<file path="config.mk">
export PLATFORM = sky130hd
export DESIGN_NAME = tdm_rx_slot_extractor
export DESIGN_NICKNAME = d
export VERILOG_FILES = /design/src/rtl/tdm_rx_pkg.sv /design/src/rtl/tdm_rx_frame_timer.sv /design/src/rtl/tdm_rx_deser.sv /design/src/rtl/tdm_rx_cfg.sv /design/src/rtl/tdm_rx_chan.sv /design/src/rtl/tdm_rx_slot_extractor.sv
export SDC_FILE = /design/constraint.sdc
export NUM_CORES = 1
export LEC_CHECK = 0
export BUFFER_PORTS_ARGS = -buffer_cell sky130_fd_sc_hd__buf_2
export CAP_MARGIN = 30
export CORE_MARGIN = 2
export CORE_UTILIZATION = 59
export CTS_CLUSTER_DIAMETER = 60
export CTS_CLUSTER_SIZE = 8
export DETAILED_ROUTE_END_ITERATION = 16
export PLACE_DENSITY = 0.81
export SKIP_LAST_GASP = 1
export SLEW_MARGIN = 10
export SYNTH_ARGS = -nofsm -noshare
export SYNTH_HDL_FRONTEND = slang
export SYNTH_SLANG_ARGS = --single-unit
</file>
<file path="constraint.sdc">
create_clock -name clk -period 3.48 [get_ports clk]
set_clock_uncertainty 0.2 [all_clocks]
set_input_delay 0.522 -clock clk [delete_from_list [all_inputs] [get_ports clk]]
set_output_delay 0.522 -clock clk [all_outputs]
set_load 0.02 [all_outputs]
</file>
<file path="src/rtl/tdm_rx_pkg.sv">
package tdm_rx_pkg;
   localparam int unsigned BYTE_W = 8;
   localparam int unsigned BIT_W  = $clog2(BYTE_W);
   localparam int unsigned EN_BIT = BYTE_W - 1;
   localparam int unsigned SMP_W  = 2 * BYTE_W;
endpackage

</file>
<file path="src/rtl/tdm_rx_frame_timer.sv">
module tdm_rx_frame_timer
   import tdm_rx_pkg::*;
#(
   parameter int unsigned SLOT_W = 7,
   parameter int unsigned SH_W   = 3
) (
   input  logic              clk,
   input  logic              rst_n,
   input  logic              fsync_i,
   input  logic [SH_W-1:0]   shift_i,
   output logic              start_o,
   output logic              bit_vld_o,
   output logic [BIT_W-1:0]  bit_pos_o,
   output logic [SLOT_W-1:0] slot_o
);
   localparam int unsigned IDX_W = SLOT_W + BIT_W + 1;
   localparam int unsigned DLY   = 1 << SH_W;

   logic             fs_q;
   logic             rise;
   logic [DLY-1:0]   rise_sr;
   logic             armed_q;
   logic [IDX_W-1:0] idx_q;
   logic [IDX_W-1:0] cur_idx;

   assign rise    = fsync_i & ~fs_q;
   assign start_o = rise_sr[shift_i];
   assign cur_idx = start_o ? '0 : idx_q;

   assign bit_vld_o = (armed_q | start_o) & ~cur_idx[IDX_W-1];
   assign bit_pos_o = cur_idx[BIT_W-1:0];
   assign slot_o    = cur_idx[IDX_W-2:BIT_W];

   always_ff @(posedge clk or negedge rst_n) begin
      if (!rst_n) begin
         fs_q    <= 1'b0;
         rise_sr <= '0;
         armed_q <= 1'b0;
         idx_q   <= '0;
      end else begin
         fs_q    <= fsync_i;
         rise_sr <= {rise_sr[DLY-2:0], rise};
         if (start_o) armed_q <= 1'b1;
         idx_q   <= (&cur_idx) ? cur_idx : cur_idx + IDX_W'(1);
      end
   end
endmodule

</file>
<file path="src/rtl/tdm_rx_deser.sv">
module tdm_rx_deser
   import tdm_rx_pkg::*;
#(
   parameter int unsigned SLOT_W = 7
) (
   input  logic              clk,
   input  logic              rst_n,
   input  logic              din_i,
   input  logic              bit_vld_i,
   input  logic [BIT_W-1:0]  bit_pos_i,
   input  logic [SLOT_W-1:0] slot_i,
   input  logic              start_i,
   output logic              byte_stb_o,
   output logic [BYTE_W-1:0] byte_o,
   output logic [SLOT_W-1:0] slot_o,
   output logic              start_o
);
   logic              din_n;
   logic [BYTE_W-2:0] sr_q;
   logic              last_bit;

   assign last_bit = bit_vld_i && (bit_pos_i == BIT_W'(BYTE_W - 1));

   always_ff @(negedge clk) din_n <= din_i;

   always_ff @(posedge clk or negedge rst_n) begin
      if (!rst_n) begin
         sr_q       <= '0;
         byte_stb_o <= 1'b0;
         byte_o     <= '0;
         slot_o     <= '0;
         start_o    <= 1'b0;
      end else begin
         start_o    <= start_i;
         byte_stb_o <= last_bit;
         if (bit_vld_i) sr_q <= {sr_q[BYTE_W-3:0], din_n};
         if (last_bit) begin
            byte_o <= {sr_q, din_n};
            slot_o <= slot_i;
         end
      end
   end


   byte_spacing_chk: assert property (@(posedge clk) disable iff (!rst_n)
      byte_stb_o |=> !byte_stb_o);
endmodule

</file>
<file path="src/rtl/tdm_rx_cfg.sv">
module tdm_rx_cfg
   import tdm_rx_pkg::*;
#(
   parameter int unsigned NCH    = 4,
   parameter int unsigned ADDR_W = 3,
   parameter int unsigned SH_W   = 3
) (
   input  logic                  clk,
   input  logic                  rst_n,
   input  logic                  cfg_we_i,
   input  logic [ADDR_W-1:0]     cfg_addr_i,
   input  logic [BYTE_W-1:0]     cfg_wdata_i,
   output logic [NCH*BYTE_W-1:0] cfg_o,
   output logic [SH_W-1:0]       shift_o
);
   logic [BYTE_W-1:0] cfg_q [NCH];
   logic [SH_W-1:0]   shift_q;

   for (genvar i = 0; i < NCH; i++) begin : g_reg
      always_ff @(posedge clk or negedge rst_n) begin
         if (!rst_n)                                      cfg_q[i] <= '0;
         else if (cfg_we_i && cfg_addr_i == ADDR_W'(i))  cfg_q[i] <= cfg_wdata_i;
      end
      assign cfg_o[i*BYTE_W +: BYTE_W] = cfg_q[i];


      wr_chan_chk: assert property (@(posedge clk) disable iff (!rst_n)
         cfg_we_i && cfg_addr_i == ADDR_W'(i) |=> cfg_o[i*BYTE_W +: BYTE_W] == $past(cfg_wdata_i));
   end

   always_ff @(posedge clk or negedge rst_n) begin
      if (!rst_n)                                        shift_q <= '0;
      else if (cfg_we_i && cfg_addr_i == ADDR_W'(NCH))  shift_q <= cfg_wdata_i[SH_W-1:0];
   end
   assign shift_o = shift_q;


   wr_shift_chk: assert property (@(posedge clk) disable iff (!rst_n)
      cfg_we_i && cfg_addr_i == ADDR_W'(NCH) |=> shift_o == $past(cfg_wdata_i[SH_W-1:0]));
endmodule

</file>
<file path="src/rtl/tdm_rx_chan.sv">
module tdm_rx_chan
   import tdm_rx_pkg::*;
#(
   parameter int unsigned SLOT_W = 7
) (
   input  logic              clk,
   input  logic              rst_n,
   input  logic [BYTE_W-1:0] cfg_i,
   input  logic              linear_i,
   input  logic              byte_stb_i,
   input  logic [BYTE_W-1:0] byte_i,
   input  logic [SLOT_W-1:0] slot_i,
   input  logic              start_i,
   output logic [SMP_W-1:0]  smp_o,
   output logic              vld_o
);
   localparam logic [SLOT_W-1:0] LAST = '1;

   logic              en;
   logic [SLOT_W-1:0] sel;
   logic [SLOT_W-1:0] sel_nx;
   logic              hit_first;
   logic              hit_next;
   logic [BYTE_W-1:0] hi_q;
   logic              hi_ok_q;

   assign en        = cfg_i[EN_BIT];
   assign sel       = cfg_i[SLOT_W-1:0];
   assign sel_nx    = sel + SLOT_W'(1);
   assign hit_first = byte_stb_i && (slot_i == sel);
   assign hit_next  = byte_stb_i && (slot_i == sel_nx);

   always_ff @(posedge clk or negedge rst_n) begin
      if (!rst_n) begin
         smp_o   <= '0;
         vld_o   <= 1'b0;
         hi_q    <= '0;
         hi_ok_q <= 1'b0;
      end else begin
         vld_o <= 1'b0;
         if (start_i && sel != LAST) hi_ok_q <= 1'b0;
         if (!en || !linear_i) begin
            hi_ok_q <= 1'b0;
            if (en && hit_first) begin
               smp_o <= {{BYTE_W{1'b0}}, byte_i};
               vld_o <= 1'b1;
            end
         end else if (hit_first) begin
            hi_q    <= byte_i;
            hi_ok_q <= 1'b1;
         end else if (hit_next && hi_ok_q) begin
            smp_o   <= {hi_q, byte_i};
            vld_o   <= 1'b1;
            hi_ok_q <= 1'b0;
         end
      end
   end


   one_cycle_vld_chk: assert property (@(posedge clk) disable iff (!rst_n)
      vld_o |=> !vld_o);


   comp_upper_zero_chk: assert property (@(posedge clk) disable iff (!rst_n)
      vld_o && !$past(linear_i) |-> smp_o[SMP_W-1:BYTE_W] == '0);
endmodule

</file>
<file path="src/rtl/tdm_rx_slot_extractor.sv">
module tdm_rx_slot_extractor
   import tdm_rx_pkg::*;
#(
   parameter int unsigned NCH    = 4,
   parameter int unsigned SLOT_W = 7,
   parameter int unsigned SH_W   = 3,
   parameter int unsigned ADDR_W = 3
) (
   input  logic                 clk,
   input  logic                 rst_n,
   input  logic                 fsync_i,
   input  logic                 rx_data_i,
   input  logic                 linear_i,
   input  logic                 cfg_we_i,
   input  logic [ADDR_W-1:0]    cfg_addr_i,
   input  logic [BYTE_W-1:0]    cfg_wdata_i,
   output logic [NCH*SMP_W-1:0] smp_o,
   output logic [NCH-1:0]       smp_vld_o
);
   if (SLOT_W < 1 || SLOT_W > BYTE_W - 1) begin : g_bad_slot
      $error("SLOT_W must leave room for the enable bit");
   end
   if (SH_W < 1) begin : g_bad_shift
      $error("SH_W must be at least 1");
   end
   if ((1 << ADDR_W) < NCH + 1) begin : g_bad_addr
      $error("ADDR_W too small for NCH channel bytes plus the delay register");
   end

   logic [NCH*BYTE_W-1:0] cfg_w;
   logic [SH_W-1:0]       shift_w;
   logic                  start_w;
   logic                  bit_vld_w;
   logic [BIT_W-1:0]      bit_pos_w;
   logic [SLOT_W-1:0]     slot_w;
   logic                  byte_stb_w;
   logic [BYTE_W-1:0]     byte_w;
   logic [SLOT_W-1:0]     byte_slot_w;
   logic                  start_d_w;

   tdm_rx_cfg #(.NCH(NCH), .ADDR_W(ADDR_W), .SH_W(SH_W)) u_cfg (
      .clk(clk), .rst_n(rst_n),
      .cfg_we_i(cfg_we_i), .cfg_addr_i(cfg_addr_i), .cfg_wdata_i(cfg_wdata_i),
      .cfg_o(cfg_w), .shift_o(shift_w)
   );

   tdm_rx_frame_timer #(.SLOT_W(SLOT_W), .SH_W(SH_W)) u_timer (
      .clk(clk), .rst_n(rst_n), .fsync_i(fsync_i), .shift_i(shift_w),
      .start_o(start_w), .bit_vld_o(bit_vld_w), .bit_pos_o(bit_pos_w), .slot_o(slot_w)
   );

   tdm_rx_deser #(.SLOT_W(SLOT_W)) u_deser (
      .clk(clk), .rst_n(rst_n), .din_i(rx_data_i),
      .bit_vld_i(bit_vld_w), .bit_pos_i(bit_pos_w), .slot_i(slot_w), .start_i(start_w),
      .byte_stb_o(byte_stb_w), .byte_o(byte_w), .slot_o(byte_slot_w), .start_o(start_d_w)
   );

   for (genvar i = 0; i < NCH; i++) begin : g_ch
      tdm_rx_chan #(.SLOT_W(SLOT_W)) u_chan (
         .clk(clk), .rst_n(rst_n),
         .cfg_i(cfg_w[i*BYTE_W +: BYTE_W]), .linear_i(linear_i),
         .byte_stb_i(byte_stb_w), .byte_i(byte_w), .slot_i(byte_slot_w), .start_i(start_d_w),
         .smp_o(smp_o[i*SMP_W +: SMP_W]), .vld_o(smp_vld_o[i])
      );


      off_no_vld_chk: assert property (@(posedge clk) disable iff (!rst_n)
         smp_vld_o[i] |-> $past(cfg_w[i*BYTE_W + EN_BIT]));
   end
endmodule

</file>
==> results of run 1 <==
-- power by group through the flow --
| stage | Sequential, uW | Clock (uW) | Combinational, uW |
|---|---|---|---|
| 2_1_floorplan | 2520 | 3.60 | 786 |
| 3_3_place_gp | 2780 | 3.60 | 805 |
| 3_5_place_dp | 2790 | 3.60 | 856 |
| 4_1_cts | 2750 | 2010 | 870 |
| 5_1_grt | 2790 | 2110 | 964 |
| 6_report | 2770 | 1990 | 876 |
-- cells in the mapped netlist, types with 8 or more instances --
cell type  count  area [um2]
o21ai_0       41       205.2
clkbuf_1      20       75.07
nand3_1       28       140.1
xor2_1        25       219.0
mux2_2        88       991.0
a32oi_1        8       70.07
nand2_1      105       394.1
dfrtp_1      184        4604
and3_1        10       62.56
o211ai_1      10       75.07
a31oi_1       11       68.82
mux2i_1       24       240.2
inv_1         29       108.9
nand4_1       21       131.4
buf_2         13       65.06
buf_1          8       30.03
nor2_1        11       41.29
xnor2_1       20       175.2
-- routing by layer --
| metal | vias to the layer above | share of wire, % |
|---|---|---|
| li1 | 2806 | - |
| met1 | 3209 | 41 |
| met2 | 201 | 52 |
| met3 | 40 | 4.4 |
| met4 | 0 | 2.5 |
| met5 | - | 0 |
-- worst reg2reg max path: stages (launching register included) --
cell     delay [ns]
dfrtp_1        0.41
mux4_2         0.55
mux2i_4        0.18
and2_1         0.19
ha_1           0.21
nand3_1        0.12
nor2_1         0.26
nand3_1        0.17
or2_2          0.38
mux2_2         0.28
-- final cells by class --
class                   instances  area (um2)
well taps                     184       230.2
fillers                      1034        4669
clock buffers                  17       425.4
inverters                      29       108.9
repair buffers                 93       511.7
flip-flops and latches        185        4624
clock inverters                16       186.4
multi-input cells             494        3667
-- final timing paths --
| kind | from | to | slack [ns] | depth (start not counted) |
|---|---|---|---|---|
| max | u_cfg.shift_o[0] | u_timer.idx_q[1] | 0.40 | 9 |
| max in group asynchronous | rst_n | g_ch[0].u_chan.hi_q[1] | 1.71 | 3 |
| max reg2reg | u_cfg.shift_o[0] | u_timer.idx_q[1] | 0.40 | 9 |
| min reg2reg | u_timer.rise_sr[1] | u_timer.rise_sr[2] | 0.17 | 0 |
| min | u_timer.rise_sr[1] | u_timer.rise_sr[2] | 0.17 | 0 |
| min in group asynchronous | rst_n | u_cfg.cfg_o[25] | 0.48 | 2 |
-- flip-flops by register name, indices dropped and copies added, names as in the netlist --
| register | cells |
|---|---|
| u_deser.start_o | 1 |
| u_timer.idx_q | 11 |
| u_timer.rise_sr | 8 |
| u_deser.din_n | 1 |
| g_ch.u_chan.vld_o | 4 |
| g_ch.u_chan.smp_o | 64 |
| u_timer.armed_q | 1 |
| u_cfg.cfg_o | 32 |
| u_deser.byte_stb_o | 1 |
| u_deser.slot_o | 7 |
| u_cfg.shift_o | 3 |
| u_deser.byte_o | 8 |
| u_timer.fs_q | 1 |
| u_deser.sr_q | 7 |
| g_ch.u_chan.hi_ok_q | 4 |
| g_ch.u_chan.hi_q | 32 |
-- placed cells by master (no fill, tap or decap), drive strengths merged, types with 3 or more instances in the layout --
cell,netlist,layout
or2,3,3
nand3,28,28
clkbuf,20,17
clkinv,1,4
nor2,11,11
xor2,26,26
nand2,105,105
nor3b,3,3
mux2,88,88
xnor2,20,20
ha,6,6
a31oi,12,12
and2,7,7
or3,5,5
o211ai,10,10
nand4,23,23
buf,29,91
nor3,6,6
o21ai,43,43
inv,29,36
dfrtp,184,184
a32oi,8,8
mux2i,25,25
a41o,4,4
and3,10,10
clkinvlp,0,3
and4,4,4
nor4,11,11
o21a,5,5
nor2b,3,3
-- cells by family (layout without fill, tap and decap cells) --
kind of cell | Yosys count | count (layout) | share of synthesized area, %
AND/OR/NAND/NOR | 226 | 226 | 13.50
adder cells (fa/ha/maj) | 6 | 6 | 0.8683
multiplexers | 115 | 115 | 15.02
AO/OA/AOI/OAI | 101 | 101 | 8.278
buffers and inverters | 79 | 155 | 4.095
XOR/XNOR | 46 | 46 | 4.747
flip-flops | 185 | 185 | 53.49
-- stage by stage --
stage / util, % / power (uW)
2_1_floorplan: - / 3306
3_3_place_gp: 63.27 / 3586
3_5_place_dp: 63.27 / 3649
4_1_cts: 67.63 / 5635
5_1_grt: 67.63 / 5872
6_report: 67.63 / 5635
-- what timing repair did --
item,CTS,global route
hold buffers,2,0
gates resized for setup,0,0
endpoints found under the hold margin,79,0
setup buffers,0,0
endpoints found under the setup margin,0,0
==> flow_metrics.env, run 1 <==
export IMPL_status="finished, final reports clean"
export IMPL_worstPathMaxFanout=5
export IMPL_vias=6256
export IMPL_io_buffers=84
export IMPL_die_y_um=125.1
export IMPL_placed_area_um2=9126
export IMPL_grt_pass1_wl_um=33220
export IMPL_drv_cap=0
export IMPL_leakage_uw=0.004707
export IMPL_post_route_period_util_pct=88.38
export IMPL_netlist_instances=758
export IMPL_cpLargestDelayFamily="simple AND/OR/NAND/NOR gates"
export IMPL_syn_cell_area_um2=8646
export IMPL_setup_slack_ns=0.4044
export IMPL_report_final_hold_viol_count=0
export IMPL_timing_final_max_slew_violations=0
export IMPL_p_sw_uw=1805
export IMPL_worst_pin_slew_ns=0.8369
export IMPL_root_buffer="clkbuf_16"
export IMPL_synth_edff_count=0
export IMPL_n_antenna_cell=0
export IMPL_clock_fmax_ghz=0.3251
export IMPL_slowest_stage="mux4_2"
export IMPL_rsz0062_at_grt="no"
export IMPL_drtIter0Drc=580
export IMPL_finalSetupTns_ns=0
export IMPL_worst_hold_path_type="reg -> reg"
export IMPL_worstSetupEndpointType="flip-flop"
export IMPL_swShare_pct=32.02
export IMPL_fp_coreArea_um2=14420
export IMPL_cts_tree="yes"
export IMPL_crit_type="reg -> reg"
export IMPL_relSlewSlack_pct=43.78
export IMPL_use_met1_pct=34.07
export IMPL_p_clk_share_pct=35.3
export IMPL_dp_slack_ns=0.5326
export IMPL_first_pass_iters=5
export IMPL_routed_via_density=6.145
export IMPL_met2_usage_pct=45.94
export IMPL_antenna_found_initial=0
export IMPL_antenna_left=0
export IMPL_finalNetCount=844
export IMPL_cts_sinks=185
export IMPL_layout_min_cycle_time_ns=3.076
export IMPL_synth_main_ff_cell="dfrtp_1"
export IMPL_share_seq_of_total_power_pct=49.2
export IMPL_whs_ns=0.1739
export IMPL_irDropWorstVdd_v=0.0004025
export IMPL_slowest_delay_ns=0.55
export IMPL_setup_viol=0
export IMPL_route_detailed_drc=0
export IMPL_use_met3_pct=4.579
export IMPL_cp_required_ns=3.60
export IMPL_synthToLayoutAreaGrowth_pct=12.82
export IMPL_crit_chain="mux4_2 -> mux2i_4 -> and2_1 -> ha_1 -> nand3_1 -> nor2_1 -> nand3_1 -> or2_2 -> mux2_2"
export IMPL_async_flop_share_pct=99.46
export IMPL_cp_arrival_ns=3.20
export IMPL_ctsHtreeMaxLevel=4
export IMPL_synth_seq_area_share_pct=53.49
export IMPL_final_cell_count_no_fill=1018
export IMPL_drive_gt1_share_pct=28.06
export IMPL_startpoint_type="flip-flop"
export IMPL_grt_total_usage_pct=26.66
export IMPL_dpl_cell_count=984
export IMPL_clk_latency_ns=0.45
export IMPL_gp_congestion=0.8984
export IMPL_initial_utilization_pct=59.94
export IMPL_synth_fp_nets=781
export IMPL_yosysUniqueCellTypes=65
export IMPL_finish_instance_area_um2=9754
export IMPL_critical_path_buf_inv_count=0
export IMPL_place_hpwl_um=13530
export IMPL_yosysWarnings=0
export IMPL_crit_top_cell="nand3_1"
export IMPL_power_density_nw_per_um2=577.7
export IMPL_wl_per_cell_um=19.77
export IMPL_grt_max_degree=81
export IMPL_grt_pass1_vias=6477
export IMPL_grt_overflow_total=0
export IMPL_cts_buffer_depth=2
export IMPL_die_area_um2=15640
export IMPL_pwr_share_comb_pct=15.6
export IMPL_wirelength_um=20120
export IMPL_busiest_layer="met2"
export IMPL_avgSynthCellArea_um2=11.41
export IMPL_synth_seq_cells=185
export IMPL_internal_power_uw=3831
export IMPL_path_clk_slew_ns=0.07
export IMPL_ioPinCount=85
export IMPL_num_rows=44
export IMPL_cts_buffers=17
export IMPL_die_x_um=125.1
(Power assumes the default switching activity.)
==> inputs of run 2 (changes only) <==
--- a/config.mk
+++ b/config.mk
@@ -17,4 +17,5 @@
 export SLEW_MARGIN = 10
 export SYNTH_ARGS = -nofsm -noshare
 export SYNTH_HDL_FRONTEND = slang
+export SYNTH_HIERARCHICAL = 1
 export SYNTH_SLANG_ARGS = --single-unit
==> flow_metrics.env, run 2 <==
export IMPL_status="finished, final reports clean"
export IMPL_grt_max_degree=92
export IMPL_avgSynthCellArea_um2=11.97
export IMPL_finalPower_uw=5811
export IMPL_grt_overflow_total=0
export IMPL_post_synth_top_count_cell="dfrtp_1"
export IMPL_worst_hold_path_type="reg -> reg"
export IMPL_clock_fmax_ghz=0.3196
export IMPL_report_final_hold_viol_count=0
export IMPL_root_buffer="clkbuf_16"
export IMPL_finalSetupTns_ns=0
export IMPL_initial_utilization_pct=60.35
export IMPL_wirelength_um=19550
export IMPL_drtIter0Drc=370
export IMPL_power_density_nw_per_um2=579.9
export IMPL_grt_pass1_vias=6143
export IMPL_post_route_period_util_pct=89.91
export IMPL_min_path_cells=0
export IMPL_cts_buffer_depth=2
export IMPL_syn_cell_area_um2=8771
export IMPL_fp_coreArea_um2=14530
export IMPL_worstPathMaxFanout=7
export IMPL_yosysUniqueCellTypes=51
export IMPL_final_core_util_pct=68.95
export IMPL_synth_main_ff_cell="dfrtp_1"
export IMPL_whs_ns=0.1750
export IMPL_cts_resized_gates=0
export IMPL_routed_via_density=5.886
export IMPL_io_buffers=84
export IMPL_cts_buffers=17
export IMPL_cp_required_ns=3.61
export IMPL_die_y_um=125.9
export IMPL_synthToLayoutAreaGrowth_pct=14.25
export IMPL_first_pass_iters=5
export IMPL_timing_final_max_slew_violations=0
export IMPL_worstSetupEndpointType="flip-flop"
export IMPL_synth_area_leaders="dfrtp_1, mux2_4, mux2_2"
export IMPL_netlist_instances=733
export IMPL_finalNetCount=851
export IMPL_cts_tree="yes"
export IMPL_die_x_um=125.9
export IMPL_synth_simple_area_share_pct=13.21
export IMPL_yosysWarnings=6
export IMPL_die_area_um2=15860
export IMPL_irDropWorstVdd_v=0.0003643
export IMPL_worst_pin_slew_ns=0.8081
export IMPL_drive_gt1_share_pct=28.27
export IMPL_n_antenna_cell=0
export IMPL_grt_pass1_wl_um=31890
export IMPL_cts_setup_buffers=0
export IMPL_clk_latency_ns=0.46
export IMPL_final_common_cell="dfrtp_1"
export IMPL_dpl_cell_count=992
export IMPL_layout_min_cycle_time_ns=3.129
export IMPL_place_hpwl_um=13570
export IMPL_ioPinCount=85
export IMPL_synthAdderAreaFrac_pct=0.7133
export IMPL_reg2reg_slack_ns=0.35
export IMPL_synth_largest_area_cell="dfrtp_1"
export IMPL_largest_register="g_ch.u_chan/smp_o"
export IMPL_synth_seq_cells=185
export IMPL_synth_top_cell_area_share_pct=52.50
export IMPL_synth_mux_area_share_pct=17.90
export IMPL_antenna_found_initial=0
export IMPL_synth_top_cells_by_count="dfrtp_1, nand2_1, mux2_2"
export IMPL_synth_edff_count=0
export IMPL_relSlewSlack_pct=46.13
export IMPL_gp_congestion=0.9911
export IMPL_path_clk_slew_ns=0.07
export IMPL_route_detailed_drc=0
export IMPL_setup_viol=0
export IMPL_final_cell_mix="dfrtp_1, nand2_1, buf_2"
export IMPL_crit_type="reg -> reg"
export IMPL_synth_top_family_by_area="multiplexers"
export IMPL_final_cell_count_no_fill=1026
export IMPL_async_flop_share_pct=99.46
export IMPL_cp_arrival_ns=3.26
export IMPL_reg2reg_depth=8
export IMPL_num_rows=44
export IMPL_ctsHtreeMaxLevel=4
export IMPL_synth_compound_area_share_pct=6.862
export IMPL_synth_fp_nets=755
export IMPL_cts_sinks=185
export IMPL_antenna_left=0
export IMPL_rsz0062_at_grt="no"
export IMPL_vias=6039
export IMPL_synth_seq_area_share_pct=52.72
export IMPL_drv_cap=0
export IMPL_grt_total_usage_pct=25.48
export IMPL_startpoint_type="flip-flop"
export IMPL_leakage_uw=0.004972
export IMPL_largest_reg_flops=64
export IMPL_synth_xor_area_share_pct=5.193
export IMPL_wl_per_cell_um=19.05
-- run 2: final cells by class --
type | count | area (um2)
flip-flops and latches | 185 | 4624
well taps | 184 | 230.2
clock inverters | 14 | 186.4
clock buffers | 19 | 442.9
fillers | 1039 | 4513
repair buffers | 95 | 526.8
inverters | 43 | 161.4
multi-input cells | 486 | 3849
-- run 2: final timing paths --
kind                                     from                  endpoint
max                          u_cfg/shift_o[0]          u_timer/idx_q[5]
min in group asynchronous               rst_n  g_ch[0].u_chan/smp_o[11]
min                        u_timer/rise_sr[1]        u_timer/rise_sr[2]
max reg2reg                  u_cfg/shift_o[0]          u_timer/idx_q[5]
max in group asynchronous               rst_n    g_ch[1].u_chan/hi_q[4]
min reg2reg                u_timer/rise_sr[1]        u_timer/rise_sr[2]
-- run 2: timing repair --
item / 4_1_cts / 5_1_grt
setup endpoints to repair: 0 / 0
hold buffers: 2 / 0
hold endpoints to repair: 63 / 0
-- run 2: where the power goes --
group	switching, uW	total [uW]	internal (uW)	leakage (uW)
Combinational	455	921	466	0.00237
Sequential	468	2850	2380	0.00229
Clock	867	2040	1180	0.000312
Total	1790	5810	4020	0.00497
-- run 2: logic make-up (layout without fill, tap and decap cells) --
kind of cell / Yosys count / count (layout)
simple gates: 203 / 203
mux: 126 / 126
xor+xnor: 52 / 52
flops: 185 / 185
fa+ha+maj: 5 / 5
buf+inv: 62 / 171
compound gates: 100 / 100
-- run 2: routing by layer --
| layer | up-vias | track usage (%) | routed length, um |
|---|---|---|---|
| met5 | - | 0 | 0 |
| met4 | 0 | 12.93 | 711 |
| met3 | 47 | 3.866 | 840 |
| met2 | 192 | 43.04 | 9836 |
| met1 | 3028 | 32.10 | 8162 |
| li1 | 2772 | - | - |
-- run 2: worst max-delay path, cell delays in order, from the launching register on --
cell and delay (ns):
dfrtp_1 0.41, mux4_2 0.56, mux2i_4 0.21, and2_1 0.23
ha_1 0.27, nand2_1 0.13, or4_4 0.55, nand4_1 0.13
mux2_2 0.33
-- run 2: stage by stage --
stage               setup slack (ns)  area (um2)
finish                        0.3511       10020
detailed placement            0.3697        9375
floorplan                     0.1727        8771
global route                  0.2288       10020
CTS                           0.3478       10020
global placement              0.4522        9375
